`config.mk`:
```
export PLATFORM = sky130hd
export DESIGN_NAME = burst_addr_seq
export DESIGN_NICKNAME = d
export VERILOG_FILES = /design/src/rtl/burst_seq_pkg.sv /design/src/rtl/burst_strobe_arb.sv /design/src/rtl/burst_counter.sv /design/src/rtl/burst_order_map.sv /design/src/rtl/burst_addr_seq.sv
export SDC_FILE = /design/constraint.sdc
export NUM_CORES = 1
export LEC_CHECK = 0
export BUFFER_PORTS_ARGS = -buffer_cell sky130_fd_sc_hd__buf_4
export CORE_AREA = 2 2 51 53
export CTS_CLUSTER_DIAMETER = 30
export DETAILED_ROUTE_END_ITERATION = 8
export DIE_AREA = 0 0 53 55
export HOLD_SLACK_MARGIN = 0.1
export PLACE_DENSITY = 0.71
export SYNTH_ARGS = -nofsm -noshare
export SYNTH_HDL_FRONTEND = slang
export SYNTH_SLANG_ARGS = --single-unit
```
`constraint.sdc`:
```
create_clock -name clk_i -period 1.9 [get_ports clk_i]
set_input_delay 0.285 -clock clk_i [delete_from_list [all_inputs] [get_ports clk_i]]
set_output_delay 0.285 -clock clk_i [all_outputs]
set_load 0.1 [all_outputs]
```
`src/rtl/burst_seq_pkg.sv`:
```
package burst_seq_pkg;
  localparam int unsigned ADDR_W_DEF = 16;
  localparam int unsigned CNT_W_DEF  = 2;

  typedef enum logic {
    ORDER_LINEAR     = 1'b0,
    ORDER_INTERLEAVE = 1'b1
  } burst_order_e;
endpackage

```
`src/rtl/burst_strobe_arb.sv`:
```
module burst_strobe_arb (
  input  logic proc_strobe_ni,
  input  logic ctrl_strobe_ni,
  input  logic chip_sel_i,
  input  logic adv_ni,
  output logic load_o,
  output logic step_o
);
  logic proc_load;
  logic ctrl_load;

  assign proc_load = ~proc_strobe_ni & chip_sel_i;
  assign ctrl_load = ~ctrl_strobe_ni;

  // load wins over advance
  assign load_o = proc_load | ctrl_load;
  assign step_o = ~adv_ni & ~load_o;
endmodule

```
`src/rtl/burst_counter.sv`:
```
module burst_counter #(
  parameter int unsigned CNT_W = 2
) (
  input  logic             clk_i,
  input  logic             rst_ni,
  input  logic             clr_i,
  input  logic             inc_i,
  output logic [CNT_W-1:0] cnt_o
);
  localparam logic [CNT_W-1:0] CNT_ONE = CNT_W'(1);

  logic [CNT_W-1:0] cnt_q;

  always_ff @(posedge clk_i or negedge rst_ni) begin
    if (!rst_ni)    cnt_q <= '0;
    else if (clr_i) cnt_q <= '0;
    else if (inc_i) cnt_q <= cnt_q + CNT_ONE;  // wraps naturally
  end

  assign cnt_o = cnt_q;
endmodule

```
`src/rtl/burst_order_map.sv`:
```
module burst_order_map
  import burst_seq_pkg::*;
#(
  parameter int unsigned CNT_W = 2
) (
  input  logic [CNT_W-1:0] start_i,
  input  logic [CNT_W-1:0] cnt_i,
  input  burst_order_e     order_i,
  output logic [CNT_W-1:0] low_o
);
  logic [CNT_W-1:0] lin_low;
  logic [CNT_W-1:0] xor_low;

  assign lin_low = start_i + cnt_i;

  for (genvar b = 0; b < CNT_W; b++) begin : g_xor
    assign xor_low[b] = start_i[b] ^ cnt_i[b];
  end

  assign low_o = (order_i == ORDER_INTERLEAVE) ? xor_low : lin_low;
endmodule

```
`src/rtl/burst_addr_seq.sv`:
```
module burst_addr_seq
  import burst_seq_pkg::*;
#(
  parameter int unsigned ADDR_W = ADDR_W_DEF,
  parameter int unsigned CNT_W  = CNT_W_DEF
) (
  input  logic              clk_i,
  input  logic              rst_ni,
  input  logic [ADDR_W-1:0] addr_i,
  input  logic              proc_strobe_ni,
  input  logic              ctrl_strobe_ni,
  input  logic              chip_sel_i,
  input  logic              adv_ni,
  input  logic              mode_i,
  output logic [ADDR_W-1:0] addr_o
);
  localparam int unsigned HI_W = ADDR_W - CNT_W;

  logic             load;
  logic             step;
  logic [CNT_W-1:0] cnt;
  logic [CNT_W-1:0] low;
  logic [ADDR_W-1:0] base_q;
  burst_order_e     order_q;

  burst_strobe_arb u_arb (
    .proc_strobe_ni (proc_strobe_ni),
    .ctrl_strobe_ni (ctrl_strobe_ni),
    .chip_sel_i     (chip_sel_i),
    .adv_ni         (adv_ni),
    .load_o         (load),
    .step_o         (step)
  );

  burst_counter #(.CNT_W(CNT_W)) u_cnt (
    .clk_i  (clk_i),
    .rst_ni (rst_ni),
    .clr_i  (load),
    .inc_i  (step),
    .cnt_o  (cnt)
  );

  // base and order captured together at load
  always_ff @(posedge clk_i or negedge rst_ni) begin
    if (!rst_ni) begin
      base_q  <= '0;
      order_q <= ORDER_INTERLEAVE;
    end else if (load) begin
      base_q  <= addr_i;
      order_q <= burst_order_e'(mode_i);
    end
  end

  burst_order_map #(.CNT_W(CNT_W)) u_map (
    .start_i (base_q[CNT_W-1:0]),
    .cnt_i   (cnt),
    .order_i (order_q),
    .low_o   (low)
  );

  assign addr_o = {base_q[ADDR_W-1 -: HI_W], low};
endmodule

```
# Word-level counts from Yosys, hierarchy flattened
# Cells that the tools add are included.
[word_totals] regBits=19 latchBits=0 ramBits=0 rom_bits=0 in_bits=23 output_inout_bits=16 wordCells=18 mem_count=0
[op_classes] n_addsub=2 n_mul=0 n_div=0 order_cmp=0 eq_ne=0 shift=0 mux=3 bitwise=9 reduce_logical=1
[op_table] op="$mux W2" count=3
[op_table] op="$not A1 Y1" count=4
[op_table] op="$add A2 B1 Y2 const B" count=1
[op_table] op="$add A2 B2 Y2" count=1
[op_table] op="$and A1 B1 Y1" count=2
[op_table] op="$reduce_bool A2 Y1" count=1
[op_table] op="$xor A1 B1 Y1" count=2
[op_table] op="$or A1 B1 Y1" count=1

# Depth between registers and ports, before layout
[logic_depth] ltp_word=7 depth_mapped=4 ltp_nobuf=3

# Hierarchy
# A second synthesis with hierarchy kept.
[unflattened] hier_cells=65 area_unflattened_um2=939.7
[modules_own_cells] mod="burst_addr_seq" n_inst=1 cells_per_inst=50 area_per_inst_um2=792.0 seq_area_each_um2=426.7
[modules_own_cells] mod="burst_counter" n_inst=1 cells_per_inst=7 area_per_inst_um2=88.8 seq_area_each_um2=50.0
[modules_own_cells] mod="burst_order_map" n_inst=1 cells_per_inst=4 area_per_inst_um2=36.3 seq_area_each_um2=0.0
[modules_own_cells] mod="burst_strobe_arb" n_inst=1 cells_per_inst=4 area_per_inst_um2=22.5 seq_area_each_um2=0.0

# Worst setup path after synthesis
# Ideal clock, no wire load.
[synth_path] path_type="flip-flop to output port" startpoint="reg u_cnt.cnt_q[0] (netlist: u_cnt.cnt_o[0])" endpoint="out addr_o[1]" arrival_ps=2238 required_time_ps=1615 slack_ps=-623 path_stages_with_launch=4 path_buffers=0 path_cell_list="dfrtp_1 > ha_1 > nor2b_1 > xnor2_1"
[synth_between] elab_chain_cells=2
[synth_rtl] element="start: declaration" line_no="burst_counter.sv:12" source="logic [CNT_W-1:0] cnt_q;"
[synth_rtl] element="start signal: assignment" line_no="burst_counter.sv:17" source="else if (inc_i) cnt_q <= cnt_q + CNT_ONE;"
[synth_rtl] element="$add A2 B2 Y2" line_no="burst_order_map.sv:14" source="assign lin_low = start_i + cnt_i;"
[synth_rtl] element="$mux W2" line_no="burst_order_map.sv:20" source="assign low_o = (order_i == ORDER_INTERLEAVE) ? xor_low : lin_low;"
[synth_rtl] element="end: declaration" line_no="burst_addr_seq.sv:15" source="output logic [ADDR_W-1:0] addr_o"
# Every way passes these cells.

# Worst setup path in the final report
# Ends and elaborated chain as after synthesis.

==> flow_metrics.py <==
metrics = {
    "setup_path": {
        "rrSetupSlack_ns": 1.03,
        "cp.arrival_ns": 1.44,
        "critPathTopFamily": "flip-flops",
        "worst-path-buf-inv": 1,
        "crit_path_end_kind": "output pin",
        "path_cells": "ha_1 > nor2b_1 > xnor2_2 > buf_4",
        "critical_path_class": "reg2out",
        "worstPathMaxFanout": 3,
        "cp_slowest_cell": "dfrtp_1",
        "crit_path_max_incr_delay_ns": 0.41,
        "critPathLaunchType": "register",
        "cp.required_ns": 1.62,
    },
    "power_and_ir_drop": {
        "p_per_area_nw_per_um2": 975,
        "ir_worst_vdd_mv": 0.620,
        "clkPwrFrac_pct": 17.3,
        "p_int_uw": 661,
        "swShare_pct": 42.1,
        "seq_power_share_pct": 40.7,
        "power_switching_uw": 482,
        "p_leak_nw": 0.579,
        "p_comb_share_pct": 42.0,
    },
    "timing": {
        "max_freq_mhz": 578,
        "setup_viol_count_final": 0,
        "finClkSkew_ns": 0.0106,
        "tns_ns": 0,
        "min_period_over_period_pct": 91.0,
        "rsz0062_at_grt": "no",
        "worstMarginPinSlew_ns": 0.379,
        "min_period_ns": 1.73,
        "slew_headroom_pct": 74.6,
        "slew_viol_final": 0,
        "timing_hold_violations_final": 0,
    },
    "floorplanning": {
        "die_h_um": 55,
        "io_pins": 39,
        "core_area_um2": 2360,
        "fp-row-count": 18,
        "start_util_pct": 38.5,
        "die_w_um": 53,
        "dieArea_um2": 2920,
    },
    "flow_run": {
        "max_cap_violations": 0,
    },
    "placed_design": {
        "place_congestion": 0.685,
        "place_hpwl_mm": 1.13,
        "port_buffers": 38,
    },
    "clock_network": {
        "cts_max_path_buffers": 2,
        "cts_root_buf": "clkbuf_4",
        "cts_sinks": 19,
        "clkTransAtPathRegs_ns": 0.11,
        "post_cts_resized": 0,
        "clock_latency_ns": 0.29,
        "cts_buffers": 3,
        "cts_tree": "yes",
        "htree_levels": 1,
    },
    "drt": {
        "viasPerCell": 4.35,
        "drtAntennaViolNets": 0,
        "drtPass1Iterations": 2,
        "wl_per_cell_um": 11.7,
        "wirelength_mm": 1.42,
        "drt_iter0_markers": 3,
        "dr_total_vias": 526,
        "post-route-drc-count": 0,
    },
    "logic_synthesis": {
        "syn_nets": 86,
        "yosys-top-cells-area": "dfrtp_1, mux2_4, buf_4",
        "syn_inst": 62,
        "syn_area_um2": 910,
        "yosys_warnings": 0,
        "syn_area_per_cell_um2": 14.7,
        "ys_seq_area_share_pct": 52.4,
        "ys_seq_elements": 19,
        "synth.top_cell.area_share_pct": 49.5,
        "ys_types": 13,
        "yosys.area.top_type": "dfrtp_1",
    },
    "global_route": {
        "grt_pass1_wl_mm": 2.15,
        "overflow": 0,
        "grtUsageTotal_pct": 10.8,
        "grt_max_degree": 20,
        "antenna_found_initial": 0,
        "grt_pass1_vias": 488,
    },
    "finish": {
        "drive_above_1_share_pct": 69.2,
        "areaGrowthSynthToFinish_pct": 28.9,
        "layout.nets": 116,
        "utilization_pct": 49.6,
        "fillCellCount": 217,
        "diodes": 0,
    },
    "outcome": {
        "outcome": "completed",
    },
    "min_path": {
        "worstHoldPathType": "in2reg",
    },
}
[state kept, by name, indices dropped and copies added (netlist names)]
signal and flops:
base_q 16, order_q 1, u_cnt.cnt_o 2
[routing by layer]
| layer | vias up | GRT usage, % | wire length, um |
|---|---|---|---|
| li1 | 253 | - | - |
| met1 | 258 | 11.9 | 562 |
| met2 | 13 | 18.5 | 773 |
| met3 | 2 | 1.61 | 53 |
| met4 | 0 | 8.97 | 27 |
| met5 | - | 0 | 0 |
[synth_stat cells]
| library cell | instances |
|---|---|
| xnor2_1 | 3 |
| o21ai_4 | 1 |
| ha_1 | 1 |
| buf_12 | 1 |
| nor2b_1 | 3 |
| nor3_1 | 1 |
| buf_4 | 14 |
| mux2_2 | 9 |
| dfstp_2 | 1 |
| mux2_4 | 8 |
| dfrtp_1 | 18 |
| nor2_1 | 1 |
| inv_1 | 1 |
[placed cells by master, fill, tap and decap left out]
master | Yosys | routed
buf_12 | 1 | 1
buf_4 | 14 | 38
clkbuf_4 | 0 | 3
clkinv_2 | 0 | 1
dfrtp_1 | 18 | 18
dfstp_2 | 1 | 1
dlygate4sd3_1 | 0 | 1
ha_1 | 1 | 1
inv_1 | 1 | 1
mux2_2 | 9 | 9
mux2_4 | 8 | 8
nor2_1 | 1 | 1
nor2b_1 | 3 | 3
nor3_1 | 1 | 1
o21ai_4 | 1 | 1
xnor2_1 | 3 | 2
xnor2_2 | 0 | 1
[through the flow]
| stage | instances | setup slack (ns) | power (mW) | hold slack (ns) | cell area, um2 |
|---|---|---|---|---|---|
| after floorplan | 62 | 0.0120 | 0.886 | -0.0106 | 917 |
| after global placement | 116 | 0.499 | 0.952 | 0.171 | 1130 |
| after detailed placement | 116 | 0.479 | 0.957 | 0.171 | 1130 |
| after CTS | 121 | 0.151 | 1.16 | 0.194 | 1170 |
| after global routing | 121 | 0.0595 | 1.20 | 0.183 | 1170 |
| final | 121 | 0.171 | 1.14 | 0.211 | 1170 |
[power by group through the flow]
stage	Sequential, mW	Combinational [mW]	Clock, mW
2_1_floorplan	0.468	0.418	0
3_3_place_gp	0.472	0.480	0
3_5_place_dp	0.475	0.483	0
4_1_cts	0.467	0.484	0.211
5_1_grt	0.471	0.496	0.234
6_report	0.466	0.480	0.198
[path summary, 6_finish.rpt]
| check | from | endpoint | cells after the start |
|---|---|---|---|
| setup reg to reg | u_cnt.cnt_o[0]$_DFFE_PN0P_ | u_cnt.cnt_o[1]$_DFFE_PN0P_ | 3 |
| min in group asynchronous | rst_ni | u_cnt.cnt_o[1]$_DFFE_PN0P_ | 2 |
| hold reg to reg | base_q[12]$_DFFE_PN0P_ | base_q[12]$_DFFE_PN0P_ | 1 |
| hold / removal | addr_i[11] | base_q[11]$_DFFE_PN0P_ | 2 |
| setup / recovery | u_cnt.cnt_o[0]$_DFFE_PN0P_ | addr_o[1] | 4 |
| max in group asynchronous | rst_ni | order_q$_DFFE_PN1P_ | 2 |
[logic make-up after synthesis]
family / synth area share (%)
adder cells (fa/ha/maj): 1.38
AND/OR/NAND/NOR: 3.03
XOR/XNOR: 2.89
buffers and inverters: 14.2
AO/OA/AOI/OAI: 1.79
multiplexers: 24.3
flip-flops: 52.4
[final cells by class]
type	count	area, um2	share of cell area (%)
Tap cell	30	37.5	3.20
Clock buffer	3	22.5	1.92
Sequential cell	19	477	40.7
Inverter	1	3.75	0.320
Multi-Input combinational cell	27	312	26.6
Clock inverter	1	5.00	0.427
Timing Repair Buffer	40	315	26.9
[timing repair]
| item | CTS | global route |
|---|---|---|
| setup endpoints to repair | 0 | 0 |
| endpoints found under the hold margin | 19 | 0 |
| setup buffers | 0 | 0 |
| hold buffers | 1 | 0 |
No activity file was read; power rests on OpenSTA's default activity.
